==> src/rtl/mdio_pkg.sv <==
package mdio_pkg;
  localparam int FRAME_BITS = 64;
  localparam int PRE_BITS   = 32;
  localparam int IDX_W      = $clog2(FRAME_BITS);
  localparam int TA_FIRST   = 46;
  localparam int TA_SECOND  = 47;
  localparam int DATA_FIRST = 48;
  localparam int DATA_BITS  = 16;
  localparam int TAIL_BITS  = FRAME_BITS - TA_FIRST;

  localparam logic [1:0] OP_READ  = 2'b10;
  localparam logic [1:0] TA_WRITE = 2'b10;

  typedef struct packed {
    logic [1:0]           st;
    logic [1:0]           op;
    logic [4:0]           reg_addr;
    logic [DATA_BITS-1:0] wdata;
  } mdio_cmd_t;

  typedef enum logic {S_IDLE, S_RUN} ctl_state_t;
endpackage

==> src/rtl/mdio_clk_div.sv <==
module mdio_clk_div #(
  parameter int HALF_DIV = 10
) (
  input  logic clk,
  input  logic rst_n,
  input  logic run,
  output logic mdc,
  output logic rise_tick,
  output logic fall_tick
);
  localparam int CW = (HALF_DIV > 1) ? $clog2(HALF_DIV) : 1;

  logic [CW-1:0] cnt;
  logic          wrap;

  assign wrap      = (cnt == CW'(HALF_DIV - 1));
  assign rise_tick = run & wrap & ~mdc;
  assign fall_tick = run & wrap & mdc;

  always_ff @(posedge clk) begin
    if (!rst_n) begin
      cnt <= '0;
      mdc <= 1'b0;
    end else if (!run) begin
      cnt <= '0;
      mdc <= 1'b0;
    end else if (wrap) begin
      cnt <= '0;
      mdc <= ~mdc;
    end else begin
      cnt <= cnt + 1'b1;
    end
  end
endmodule

==> src/rtl/mdio_frame_seq.sv <==
module mdio_frame_seq
  import mdio_pkg::*;
(
  input  logic                  clk,
  input  logic                  rst_n,
  input  logic                  load,
  input  logic [FRAME_BITS-1:0] frame_in,
  input  logic                  is_read,
  input  logic                  rise_tick,
  input  logic                  fall_tick,
  input  logic                  mdio_i,
  output logic                  mdio_o,
  output logic                  mdio_oe,
  output logic [DATA_BITS-1:0]  rd_shift,
  output logic                  ta_bad,
  output logic                  last_fall
);
  logic [FRAME_BITS-1:0] shreg;
  logic [IDX_W-1:0]      idx;
  logic [IDX_W:0]        idx_next;
  logic                  rd_mode;

  assign idx_next  = {1'b0, idx} + 1'b1;
  assign last_fall = fall_tick && (idx == IDX_W'(FRAME_BITS - 1));
  assign mdio_o    = shreg[FRAME_BITS-1];

  always_ff @(posedge clk) begin
    if (!rst_n) begin
      shreg    <= '0;
      idx      <= '0;
      rd_mode  <= 1'b0;
      mdio_oe  <= 1'b0;
      ta_bad   <= 1'b0;
      rd_shift <= '0;
    end else if (load) begin
      shreg   <= frame_in;
      idx     <= '0;
      rd_mode <= is_read;
      mdio_oe <= 1'b1;
      ta_bad  <= 1'b0;
    end else begin
      if (fall_tick) begin
        if (last_fall) begin
          mdio_oe <= 1'b0;
        end else begin
          shreg <= shreg << 1;
          idx   <= idx_next[IDX_W-1:0];
          if (rd_mode && (idx_next >= (IDX_W+1)'(TA_FIRST)))
            mdio_oe <= 1'b0;
        end
      end
      if (rise_tick && rd_mode) begin
        if (idx == IDX_W'(TA_SECOND))
          ta_bad <= mdio_i;
        if (idx >= IDX_W'(DATA_FIRST))
          rd_shift <= {rd_shift[DATA_BITS-2:0], mdio_i};
      end
    end
  end
endmodule

==> src/rtl/mdio_master.sv <==
module mdio_master
  import mdio_pkg::*;
#(
  parameter int HALF_DIV = 10
) (
  input  logic        clk,
  input  logic        rst_n,
  input  logic        cmd_enable,
  input  logic [4:0]  phy_addr,
  input  logic [24:0] cmd_word,
  input  logic        mdio_i,
  output logic        mdc,
  output logic        mdio_o,
  output logic        mdio_oe,
  output logic [15:0] rd_data,
  output logic        done,
  output logic        err
);
  ctl_state_t            state;
  mdio_cmd_t             cmd;
  logic                  is_read;
  logic                  cur_read;
  logic                  load;
  logic                  run;
  logic                  rise_tick;
  logic                  fall_tick;
  logic                  last_fall;
  logic                  ta_bad;
  logic [DATA_BITS-1:0]  rd_shift;
  logic [FRAME_BITS-1:0] frame;
  logic [TAIL_BITS-1:0]  tail;

  assign cmd     = cmd_word;
  assign is_read = (cmd.op == OP_READ);
  assign load    = (state == S_IDLE) && cmd_enable;
  assign run     = (state == S_RUN);
  assign tail    = is_read ? {TAIL_BITS{1'b1}} : {TA_WRITE, cmd.wdata};
  assign frame   = {{PRE_BITS{1'b1}}, cmd.st, cmd.op, phy_addr, cmd.reg_addr, tail};

  mdio_clk_div #(.HALF_DIV(HALF_DIV)) u_div (
    .clk       (clk),
    .rst_n     (rst_n),
    .run       (run),
    .mdc       (mdc),
    .rise_tick (rise_tick),
    .fall_tick (fall_tick)
  );

  mdio_frame_seq u_seq (
    .clk       (clk),
    .rst_n     (rst_n),
    .load      (load),
    .frame_in  (frame),
    .is_read   (is_read),
    .rise_tick (rise_tick),
    .fall_tick (fall_tick),
    .mdio_i    (mdio_i),
    .mdio_o    (mdio_o),
    .mdio_oe   (mdio_oe),
    .rd_shift  (rd_shift),
    .ta_bad    (ta_bad),
    .last_fall (last_fall)
  );

  always_ff @(posedge clk) begin
    if (!rst_n) begin
      state    <= S_IDLE;
      cur_read <= 1'b0;
      done     <= 1'b0;
      err      <= 1'b0;
      rd_data  <= '0;
    end else if (load) begin
      state    <= S_RUN;
      cur_read <= is_read;
      done     <= 1'b0;
      err      <= 1'b0;
    end else if (run && last_fall) begin
      state <= S_IDLE;
      done  <= 1'b1;
      err   <= cur_read & ta_bad;
      if (cur_read)
        rd_data <= rd_shift;
    end
  end
endmodule

==> config.mk <==
export PLATFORM = sky130hd
export DESIGN_NAME = mdio_master
export DESIGN_NICKNAME = d
export VERILOG_FILES = /design/src/rtl/mdio_pkg.sv /design/src/rtl/mdio_clk_div.sv /design/src/rtl/mdio_frame_seq.sv /design/src/rtl/mdio_master.sv
export SDC_FILE = /design/constraint.sdc
export NUM_CORES = 1
export LEC_CHECK = 0
export BUFFER_PORTS_ARGS = -buffer_cell sky130_fd_sc_hd__buf_2
export CORE_MARGIN = 5
export CORE_UTILIZATION = 60
export CTS_BUF_LIST = sky130_fd_sc_hd__clkbuf_8 sky130_fd_sc_hd__clkbuf_16
export DETAILED_ROUTE_END_ITERATION = 8
export GPL_TIMING_DRIVEN = 0
export PLACE_DENSITY_LB_ADDON = 0.15
export REMOVE_ABC_BUFFERS = 1
export SYNTH_ARGS = -nofsm -noshare
export SYNTH_HDL_FRONTEND = slang
export SYNTH_SLANG_ARGS = --single-unit
==> constraint.sdc <==
create_clock -name clk -period 3 [get_ports clk]
set_input_delay 0.45 -clock clk [delete_from_list [all_inputs] [get_ports clk]]
set_output_delay 0.45 -clock clk [all_outputs]
set_load 0.02 [all_outputs]
==> results.json, run 1 <==
{
  "synth_edf_count": 0,
  "wirelength_mm": 9.54,
  "syn_area_per_cell_um2": 8.71,
  "worst_slew_pin_slew_ns": 1.28,
  "cts_tree": "yes",
  "status": "complete, no violations",
  "drc": 0,
  "track_usage_pct": 20.7,
  "cp_top_family": "simple AND/OR/NAND/NOR gates",
  "r2r-start": "u_seq.idx[0]$_SDFFE_PP0P_",
  "core_area_mm2": 0.00765,
  "synth-xor-area-share_pct": 0.944,
  "synthAdderAreaFrac_pct": 1.08,
  "reg2reg_slack_ns": 0.25,
  "numPortBuffers": 54,
  "worstHoldPathCells": 3,
  "slew_headroom_pct": 14.3,
  "rsz0062_at_grt": "no",
  "final_cell_mix": "dfxtp_1, nor2_1, buf_2",
  "cp-start-kind": "flip-flop",
  "antenna_found_initial": 0,
  "vias": 3826,
  "die_h_um": 97.9,
  "wl_per_cell_um": 13.9,
  "arrival_ns": 3.16,
  "hold_class": "input pin to flip-flop",
  "critPathKind": "flip-flop to flip-flop",
  "synth.area.mux_share_pct": 3.88,
  "yosys_most_used_dff": "dfxtp_1",
  "cp_num_buf_inv": 2,
  "period_minus_slack_ns": 2.75,
  "clkSlewWorstSetupHoldPaths_ns": 0.05,
  "synth_top_area_share_pct": 48.7,
  "leakage_nw": 2.30,
  "post_cts_buffers": 0,
  "cp.depth": 8,
  "whs_endpoint": "u_seq.shreg[0]$_SDFFE_PN0P_",
  "peakVddDrop_mv": 0.718,
  "synth_top_family_by_area": "simple AND/OR/NAND/NOR gates",
  "yosys-top-cells-area": "dfxtp_1, nor3_2, nor2_1",
  "cts_resized": 0,
  "layout_commonest_cell": "dfxtp_1",
  "areaGrowthSynthToFinish_pct": 19.8,
  "dieArea_mm2": 0.00959,
  "reg2reg_depth": 8,
  "gp_congestion": 0.834,
  "drt-initial-drc-count": 167,
  "fmax_mhz": 364,
  "nNetsFinal": 608,
  "numClockSinks": 113,
  "cts_buffers": 17,
  "grt_max_degree": 81,
  "firstDrtPassIters": 4,
  "ys_seq_area_share_pct": 48.7,
  "worstReg2RegEnd": "u_seq.shreg[30]$_SDFFE_PN0P_",
  "antenna_left": 0,
  "cp.required_ns": 3.42,
  "grt_util_met3_pct": 7.21,
  "finalPower_mw": 3.84,
  "diodes": 0,
  "synth-compound-area-share_pct": 13.5,
  "grt_first_pass_wirelength_mm": 16.4,
  "yosysTopAreaCell": "dfxtp_1",
  "ys_ff_latch": 113,
  "synth_cells": 533,
  "syn_area_mm2": 0.00464,
  "fp.dieW_um": 97.9,
  "grt_pass1_vias": 3642,
  "hold_start": "cmd_word[0]",
  "yosys_warnings": 0,
  "power.density_mw_per_mm2": 691,
  "place_hpwl_mm": 5.70,
  "worstPathMaxFanout": 26,
  "grt_overflow_total": 0,
  "synthArstFlopShare_pct": 0,
  "start_util_pct": 60.7,
  "cap_violations": 0,
  "finalSetupViolCount": 0,
  "routed_via_density": 5.59,
  "cpPeakStageDelay_ns": 0.76,
  "grtUsageMet1_pct": 25.9,
  "drv_slew": 0,
  "worstPathCellList": "ha_1 -> and3_4 -> a211oi_4 -> buf_8 -> buf_16 -> nor2_2 -> nand2_1 -> a21oi_1",
  "setup_tns_ns": 0,
  "drive_above_1_share_pct": 22.3,
  "clockBufferDepth": 2,
  "cts-root-buf": "clkbuf_8",
  "grt_busiest_layer": "met2",
  "io_pins": 55,
  "gr-usage-met2_pct": 32.8,
  "rows": 32,
  "synth_cell_types": 45,
  "yosys.area_share.simple_pct": 27.1,
  "skew_ns": 0.00867,
  "htreeDepth": 4,
  "crit_slowest_cell": "nor2_2",
  "hold_buffers": 0,
  "worstSkewPairLatency_ns": 0.51,
  "min_period_over_period_pct": 91.6,
  "finalHoldViolCount": 0,
  "crit_path_end_kind": "flip-flop"
}
-- where the power goes --
group | switching (mW) | internal (mW)
Sequential | 0.0412 | 1.58
Combinational | 0.132 | 0.0908
Clock | 0.695 | 1.31
-- metal layers --
metal | up-vias | share of wire (%)
met5 | - | 0
met4 | 0 | 1.3
met3 | 15 | 5.6
met2 | 109 | 48
met1 | 1774 | 45
li1 | 1928 | -
-- registers in the layout, indices dropped and copies added, names as in the netlist --
| name | count |
|---|---|
| u_seq.shreg | 64 |
| rd_data | 16 |
| u_seq.rd_shift | 16 |
| u_seq.idx | 6 |
| u_div.cnt | 4 |
| done | 1 |
| err | 1 |
| run | 1 |
| u_div.mdc | 1 |
| u_seq.mdio_oe | 1 |
| u_seq.rd_mode | 1 |
| u_seq.ta_bad | 1 |
-- worst register-to-register path, cell delays in order (launching register included) --
cell      delay, ns
dfxtp_1        0.44
ha_1           0.33
and3_4         0.25
a211oi_4       0.13
buf_8          0.19
buf_16         0.16
nor2_2         0.76
nand2_1        0.19
a21oi_1        0.20
-- worst max-delay path by stage --
stage | slack, ns | endpoint | startpoint
finish | 0.25 | u_seq.shreg[30]$_SDFFE_PN0P_ | u_seq.idx[0]$_SDFFE_PP0P_
global route | 0.03 | u_seq.shreg[30]$_SDFFE_PN0P_ | u_seq.idx[1]$_SDFFE_PP0P_
CTS | 0.25 | u_seq.shreg[30]$_SDFFE_PN0P_ | u_seq.idx[0]$_SDFFE_PP0P_
detailed placement | 0.32 | u_seq.shreg[29]$_SDFFE_PN0P_ | u_seq.idx[0]$_SDFFE_PP0P_
global placement | -3.09 | u_seq.shreg[12]$_SDFFE_PN0P_ | cmd_enable
floorplan | -1.04 | u_seq.shreg[10]$_SDFFE_PN0P_ | cmd_enable
-- stage by stage --
stage / setup WS (ns) / instance area [µm²] / hold WS, ns / std cells / utilization (%)
final: 0.253 / 5560 / 0.192 / 685 / 72.7
after global routing: 0.0254 / 5560 / 0.205 / 685 / 72.7
after CTS: 0.249 / 5560 / 0.176 / 685 / 72.7
after detailed placement: 0.316 / 4960 / 0.448 / 653 / 64.9
after global placement: -3.09 / 4840 / 0.443 / 648 / 63.3
after floorplan: -1.04 / 4440 / 0.434 / 492 / -
-- layout make-up --
class                   instances  area, µm²
clock buffers                  19        442
clock inverters                13        160
fillers                       568       2090
inverters                       6       22.5
multi-input cells             373       2170
flip-flops and latches        113       2260
well taps                     102        128
repair buffers                 59        375
-- kinds of logic after synthesis --
group	after synthesis
AO/OA/AOI/OAI	104
XOR/XNOR	5
adder cells (fa/ha/maj)	4
buffers and inverters	47
flip-flops	113
multiplexers	18
AND/OR/NAND/NOR	242
-- cells in the mapped netlist, types with 2 or more instances --
cell type and instances:
dfxtp_1 113, nor2_1 71, o21ai_0 49, nand2_1 45
nor3_1 41, nand3_1 37, nor3_2 30, a21oi_1 20
clkbuf_1 18, mux2i_1 18, buf_2 13, a22oi_1 12
a21boi_0 11, buf_4 5, inv_1 5, ha_1 4
a211oi_1 3, buf_1 3, xnor2_1 3, a31oi_1 2
and2_1 2, and3_1 2, nand2b_1 2, nor3b_1 2
xor2_1 2
(Power assumes the default switching activity.)
==> run 2: changes to the inputs <==
Settings changed: CORE_UTILIZATION 60 to 52.
Clock period 3 ns to 2.5 ns, I/O delays scaled along.
==> run 2 against run 1 <==
Combinational power up 21%; clock skew up 0.0034 ns; critical path type unchanged; worst hold slack worse by 0.054 ns; power is 22% higher; clock power increased by 24%.
==> results.json, run 2 (synthesis gave the netlist of run 1 again) <==
{
  "status": "complete, no violations",
  "crit_slowest_cell": "nor2b_4",
  "post_cts_buffers": 0,
  "skew_ns": 0.0121,
  "drv_slew": 0,
  "fill_cells": 717,
  "seqPwrFrac_pct": 41.4,
  "numClockSinks": 113,
  "min_period_over_period_pct": 92.2,
  "crit_path_end_kind": "flip-flop",
  "period_minus_slack_ns": 2.30,
  "grt_pass1_vias": 3656,
  "nNetsFinal": 609,
  "areaGrowthSynthToFinish_pct": 20.7,
  "combPwrFrac_pct": 5.7,
  "rows": 34,
  "numPortBuffers": 54,
  "leakage_nw": 2.32,
  "diodes": 0,
  "die_h_um": 104,
  "finalHoldViolCount": 0,
  "intPower_mw": 3.55,
  "slew_headroom_pct": 16.2,
  "top_regs": "u_seq.shreg: 64 flops, rd_data: 16 flops, u_seq.rd_shift: 16 flops",
  "place_area_mm2": 0.00499,
  "cp-start-kind": "flip-flop",
  "gp_congestion": 0.783,
  "worstSkewPairLatency_ns": 0.52,
  "switching_share_pct": 24.2,
  "fp.dieW_um": 104,
  "firstDrtPassIters": 4,
  "reg2reg_slack_ns": 0.20,
  "cp_top_family": "compound AO/OA/AOI/OAI gates",
  "regMostFlops": "u_seq.shreg",
  "worstPathCellList": "nor2b_4 -> o21ai_1 -> o21ai_0 -> nor3_1",
  "grt_first_pass_wirelength_mm": 16.4,
  "arrival_ns": 2.70,
  "cp.required_ns": 2.89,
  "place_hpwl_mm": 5.58,
  "drc": 0,
  "clockBufferDepth": 2,
  "place_ws_ns": -0.118,
  "p_clk_share_pct": 52.9,
  "cpPeakStageDelay_ns": 0.74,
  "clkSlewWorstSetupHoldPaths_ns": 0.06,
  "cts_tree": "yes",
  "grt_overflow_total": 0,
  "multi_input_area_mm2": 0.00218,
  "rsz0062_at_grt": "no",
  "worst_slew_pin_slew_ns": 1.26,
  "largest_register_ffs": 64,
  "antenna_left": 0,
  "start_util_pct": 53.2,
  "cts-root-buf": "clkbuf_8",
  "hold_class": "input pin to flip-flop",
  "htreeDepth": 4,
  "grt_max_degree": 81,
  "fin_area_mm2": 0.00560,
  "cts_buffers": 17,
  "layout_commonest_cell": "dfxtp_1",
  "peakVddDrop_mv": 0.523,
  "fmax_mhz": 434,
  "finalSetupViolCount": 0,
  "seq_area_mm2": 0.00226,
  "track_usage_pct": 17.8,
  "vias": 3780,
  "drive_above_1_share_pct": 22.6,
  "wl_per_cell_um": 13.5,
  "core_area_mm2": 0.00872,
  "final_cell_mix": "dfxtp_1, nor2_1, buf_2",
  "layoutNonFillerInstCount": 692,
  "antenna_found_initial": 0,
  "dp_cells": 660,
  "worstPathMaxFanout": 37,
  "power.density_mw_per_mm2": 837,
  "drt-initial-drc-count": 214,
  "routed_via_density": 5.46,
  "io_pins": 55,
  "wirelength_mm": 9.34,
  "dieArea_mm2": 0.0109,
  "cp_num_buf_inv": 0,
  "setup_slack_ns": 0.195,
  "p_switching_mw": 1.14,
  "critPathKind": "flip-flop to flip-flop",
  "cap_violations": 0
}
run 2: cell count changes in the layout (fill, tap and decap cells not counted):
cell        change
buf_6           +1
buf_16          +1
inv_8           +1
buf_12          -1
inv_6           +6
clkbuf_8        -2
nor2_4          +1
nand2_2         +1
nand2_1         -1
nor2_2          -1
clkinvlp_4      -3
clkinv_2        -3
clkinv_4        +1
run 2: per-stage QoR:
stage	total power, mW	util (%)	hold WS [ns]	TNS (ns)
after detailed placement	2.25	57.2	0.447	-2.80
after CTS	4.73	64.2	0.127	0
after floorplan	2.15	-	0.434	-57.38
after global routing	4.87	64.2	0.139	0
final	4.69	64.2	0.138	0
after global placement	2.24	55.6	0.444	-173.56
run 2: final cells by class:
class / instances / share of cell area [%]
flip-flops and latches: 113 / 40.4
repair buffers: 60 / 7.03
clock inverters: 15 / 3.48
multi-input cells: 373 / 38.9
inverters: 6 / 0.402
clock buffers: 17 / 7.39
well taps: 108 / 2.41
run 2: power groups by stage:
stage | logic [mW] | clock network, mW | registers (mW)
2_1_floorplan | 0.175 | 0 | 1.97
3_3_place_gp | 0.261 | 0 | 1.97
3_5_place_dp | 0.268 | 0 | 1.98
4_1_cts | 0.271 | 2.51 | 1.94
5_1_grt | 0.303 | 2.61 | 1.95
6_report | 0.268 | 2.48 | 1.94
run 2: timing repair:
item,CTS,global route
gates resized for setup,2,0
endpoints found under the setup margin,61,0
hold buffers,0,0
run 2: per-layer routing:
metal  vias to the layer above  GRT usage [%]  routed length [µm]
met5                         -              0                   0
met4                         0           6.57                  91
met3                         7           5.28                 466
met2                        74           28.2                4300
met1                      1763           22.9                4480
li1                       1936              -                   -
run 2: path summary, 6_finish.rpt:
path / start / to / cells after the start
hold / removal: mdio_i / u_seq.ta_bad$_SDFFE_PP0P_ / 3
hold reg to reg: rd_data[13]$_SDFFE_PN0P_ / rd_data[13]$_SDFFE_PN0P_ / 2
setup reg to reg: run$_SDFFE_PN0P_ / u_seq.shreg[1]$_SDFFE_PN0P_ / 4
setup / recovery: run$_SDFFE_PN0P_ / u_seq.shreg[1]$_SDFFE_PN0P_ / 4
run 2: tightest hold or removal path: cells and delay by family:
kind,cells,cell delay (ns)
buffers and inverters,1,0.10
AND/OR/NAND/NOR,1,0.08
multiplexers,1,0.06
==> run 3: changes to the inputs <==
Settings changed: ABC_AREA from default to 1.
==> run 3 against run 2 <==
Die area is 0.81% lower; global-route usage hardly changed; clock power is 4% lower; first-iteration DRC count is 14% lower; sequential share of layout area is 1.5 points higher; non-clock buffer count is 5 lower; critical endpoint is now u_seq.shreg[0]$_SDFFE_PN0P_; clock skew is 0.0054 ns lower; synthesized cell count is 10% higher; final cell count is 7.5% higher; power is 1.1% lower; largest cell class unchanged; highest routed layer unchanged.
==> results.json, run 3 <==
{
  "die_h_um": 104,
  "top_regs": "u_seq.shreg: 64 flops, rd_data: 16 flops, u_seq.rd_shift: 16 flops",
  "intPower_mw": 3.60,
  "syn_area_per_cell_um2": 7.84,
  "peakVddDrop_mv": 0.557,
  "numPortBuffers": 54,
  "antenna_found_initial": 0,
  "grt_first_pass_wirelength_mm": 16.3,
  "cp.required_ns": 2.84,
  "setup_tns_ns": 0,
  "clockBufferDepth": 2,
  "skew_ns": 0.00670,
  "crit_path_end_kind": "flip-flop",
  "grt_overflow_total": 0,
  "drive_above_1_share_pct": 17.3,
  "period_minus_slack_ns": 2.30,
  "track_usage_pct": 17.8,
  "io_pins": 55,
  "grt_pass1_vias": 3650,
  "finalPower_mw": 4.64,
  "post_cts_buffers": 0,
  "synth_commonest_cells": "a21oi_1, dfxtp_1, nand2_1",
  "wl_per_cell_um": 12.9,
  "fmax_mhz": 434,
  "slew_headroom_pct": 28.2,
  "p_switching_mw": 1.04,
  "synth_cells": 587,
  "layout_commonest_cell": "a21oi_1",
  "hold_buffers": 0,
  "clkSlewWorstSetupHoldPaths_ns": 0.05,
  "switching_share_pct": 22.5,
  "drc": 0,
  "gp_congestion": 0.779,
  "diodes": 0,
  "finalHoldViolCount": 0,
  "dp_cells": 712,
  "setup_slack_ns": 0.196,
  "cp-start-kind": "flip-flop",
  "htreeDepth": 4,
  "cap_violations": 0,
  "worstPathMaxFanout": 55,
  "dieArea_mm2": 0.0108,
  "rows": 34,
  "worst_slew_pin_slew_ns": 1.08,
  "place_ws_ns": 0.220,
  "worstSkewPairLatency_ns": 0.51,
  "layoutNonFillerInstCount": 744,
  "drv_slew": 0,
  "routed_via_density": 5.36,
  "leakage_nw": 2.15,
  "fill_cells": 806,
  "cts_buffers": 17,
  "syn_area_mm2": 0.00460,
  "fp.dieW_um": 104,
  "synth_top_area_share_pct": 49.2,
  "start_util_pct": 53.0,
  "firstDrtPassIters": 5,
  "drt-initial-drc-count": 184,
  "ys_seq_area_share_pct": 49.2,
  "place_hpwl_mm": 5.64,
  "status": "complete, no violations",
  "yosys-top-cells-area": "dfxtp_1, a21oi_1, nand2_1",
  "arrival_ns": 2.64,
  "final_cell_mix": "a21oi_1, dfxtp_1, nand2_1",
  "combPwrFrac_pct": 6.7,
  "hold_class": "input pin to flip-flop",
  "p_clk_share_pct": 51.2,
  "numClockSinks": 113,
  "antenna_left": 0,
  "synth_edf_count": 0,
  "yosys_warnings": 0,
  "cts_resized": 0,
  "synthArstFlopShare_pct": 0,
  "cts_tree": "yes",
  "critPathKind": "flip-flop to flip-flop",
  "grt_max_degree": 65,
  "regMostFlops": "u_seq.shreg",
  "cts-root-buf": "clkbuf_8",
  "yosysTopAreaCell": "dfxtp_1",
  "min_period_over_period_pct": 92.2,
  "synth_most_common_cell": "a21oi_1",
  "yosys_most_used_dff": "dfxtp_1",
  "finalSetupViolCount": 0,
  "rsz0062_at_grt": "no",
  "areaGrowthSynthToFinish_pct": 17.6,
  "power.density_mw_per_mm2": 858,
  "ys_ff_latch": 113,
  "wirelength_mm": 9.63,
  "largest_register_ffs": 64,
  "seqPwrFrac_pct": 42.1,
  "synth_cell_types": 27,
  "vias": 3989,
  "nNetsFinal": 662,
  "core_area_mm2": 0.00868
}
## run 3: worst max-delay path, cell delays in order (launching register included)
cell	delay [ns]
dfxtp_1	0.38
ha_1	0.18
nand3_2	0.15
nor2_2	0.13
nand2_2	0.14
nor2_8	0.60
nor2_2	0.33
nand2_1	0.13
a21oi_1	0.07
## run 3: power groups by stage
stage	clock network, mW	registers [mW]	logic [mW]
after floorplan	0	1.98	0.212
final	2.38	1.95	0.309
after detailed placement	0	1.99	0.306
after global routing	2.51	1.96	0.355
after global placement	0	1.98	0.298
after CTS	2.41	1.95	0.309
## run 3: cell type report
cell class / instances / area [µm²] / area share, %
multi-input cells: 397 / 1980 / 36.6
inverters: 40 / 150 / 2.78
clock buffers: 20 / 455 / 8.42
well taps: 108 / 135 / 2.50
flip-flops and latches: 113 / 2260 / 41.8
repair buffers: 55 / 290 / 5.37
clock inverters: 11 / 136 / 2.52
## run 3: path summary, 6_finish.rpt
check | startpoint | end | slack [ns] | cells past startpoint
setup / recovery | u_div.cnt[0]$_SDFF_PP0_ | u_seq.shreg[0]$_SDFFE_PN0P_ | 0.20 | 8
hold / removal | phy_addr[1] | u_seq.shreg[24]$_SDFFE_PN0P_ | 0.15 | 3
setup reg to reg | u_div.cnt[0]$_SDFF_PP0_ | u_seq.shreg[0]$_SDFFE_PN0P_ | 0.20 | 8
hold reg to reg | rd_data[10]$_SDFFE_PN0P_ | rd_data[10]$_SDFFE_PN0P_ | 0.44 | 2
## run 3: through the flow
stage	hold WS, ns	util (%)	instance area [µm²]
after detailed placement	0.433	55.4	4810
after global placement	0.429	55.2	4790
after CTS	0.127	62.2	5400
after floorplan	0.434	-	4380
after global routing	0.147	62.3	5410
final	0.152	62.3	5410
## run 3: metal layers
metal | GRT usage [%] | vias to the layer above | part of all wire [%]
met3 | 5.59 | 11 | 5.1
li1 | - | 2042 | -
met1 | 21.8 | 1840 | 46
met2 | 29.9 | 96 | 47
met5 | 0 | - | 0
met4 | 5.64 | 0 | 1.1
## run 3: cells by family (layout without fill, tap and decap cells)
logic type / Yosys count / after routing / synth area share, %
flops: 113 / 113 / 49.2
xor+xnor: 1 / 1 / 0.190
compound gates: 202 / 202 / 22.7
simple gates: 189 / 190 / 18.9
buf+inv: 78 / 126 / 7.94
fa+ha+maj: 4 / 4 / 1.09
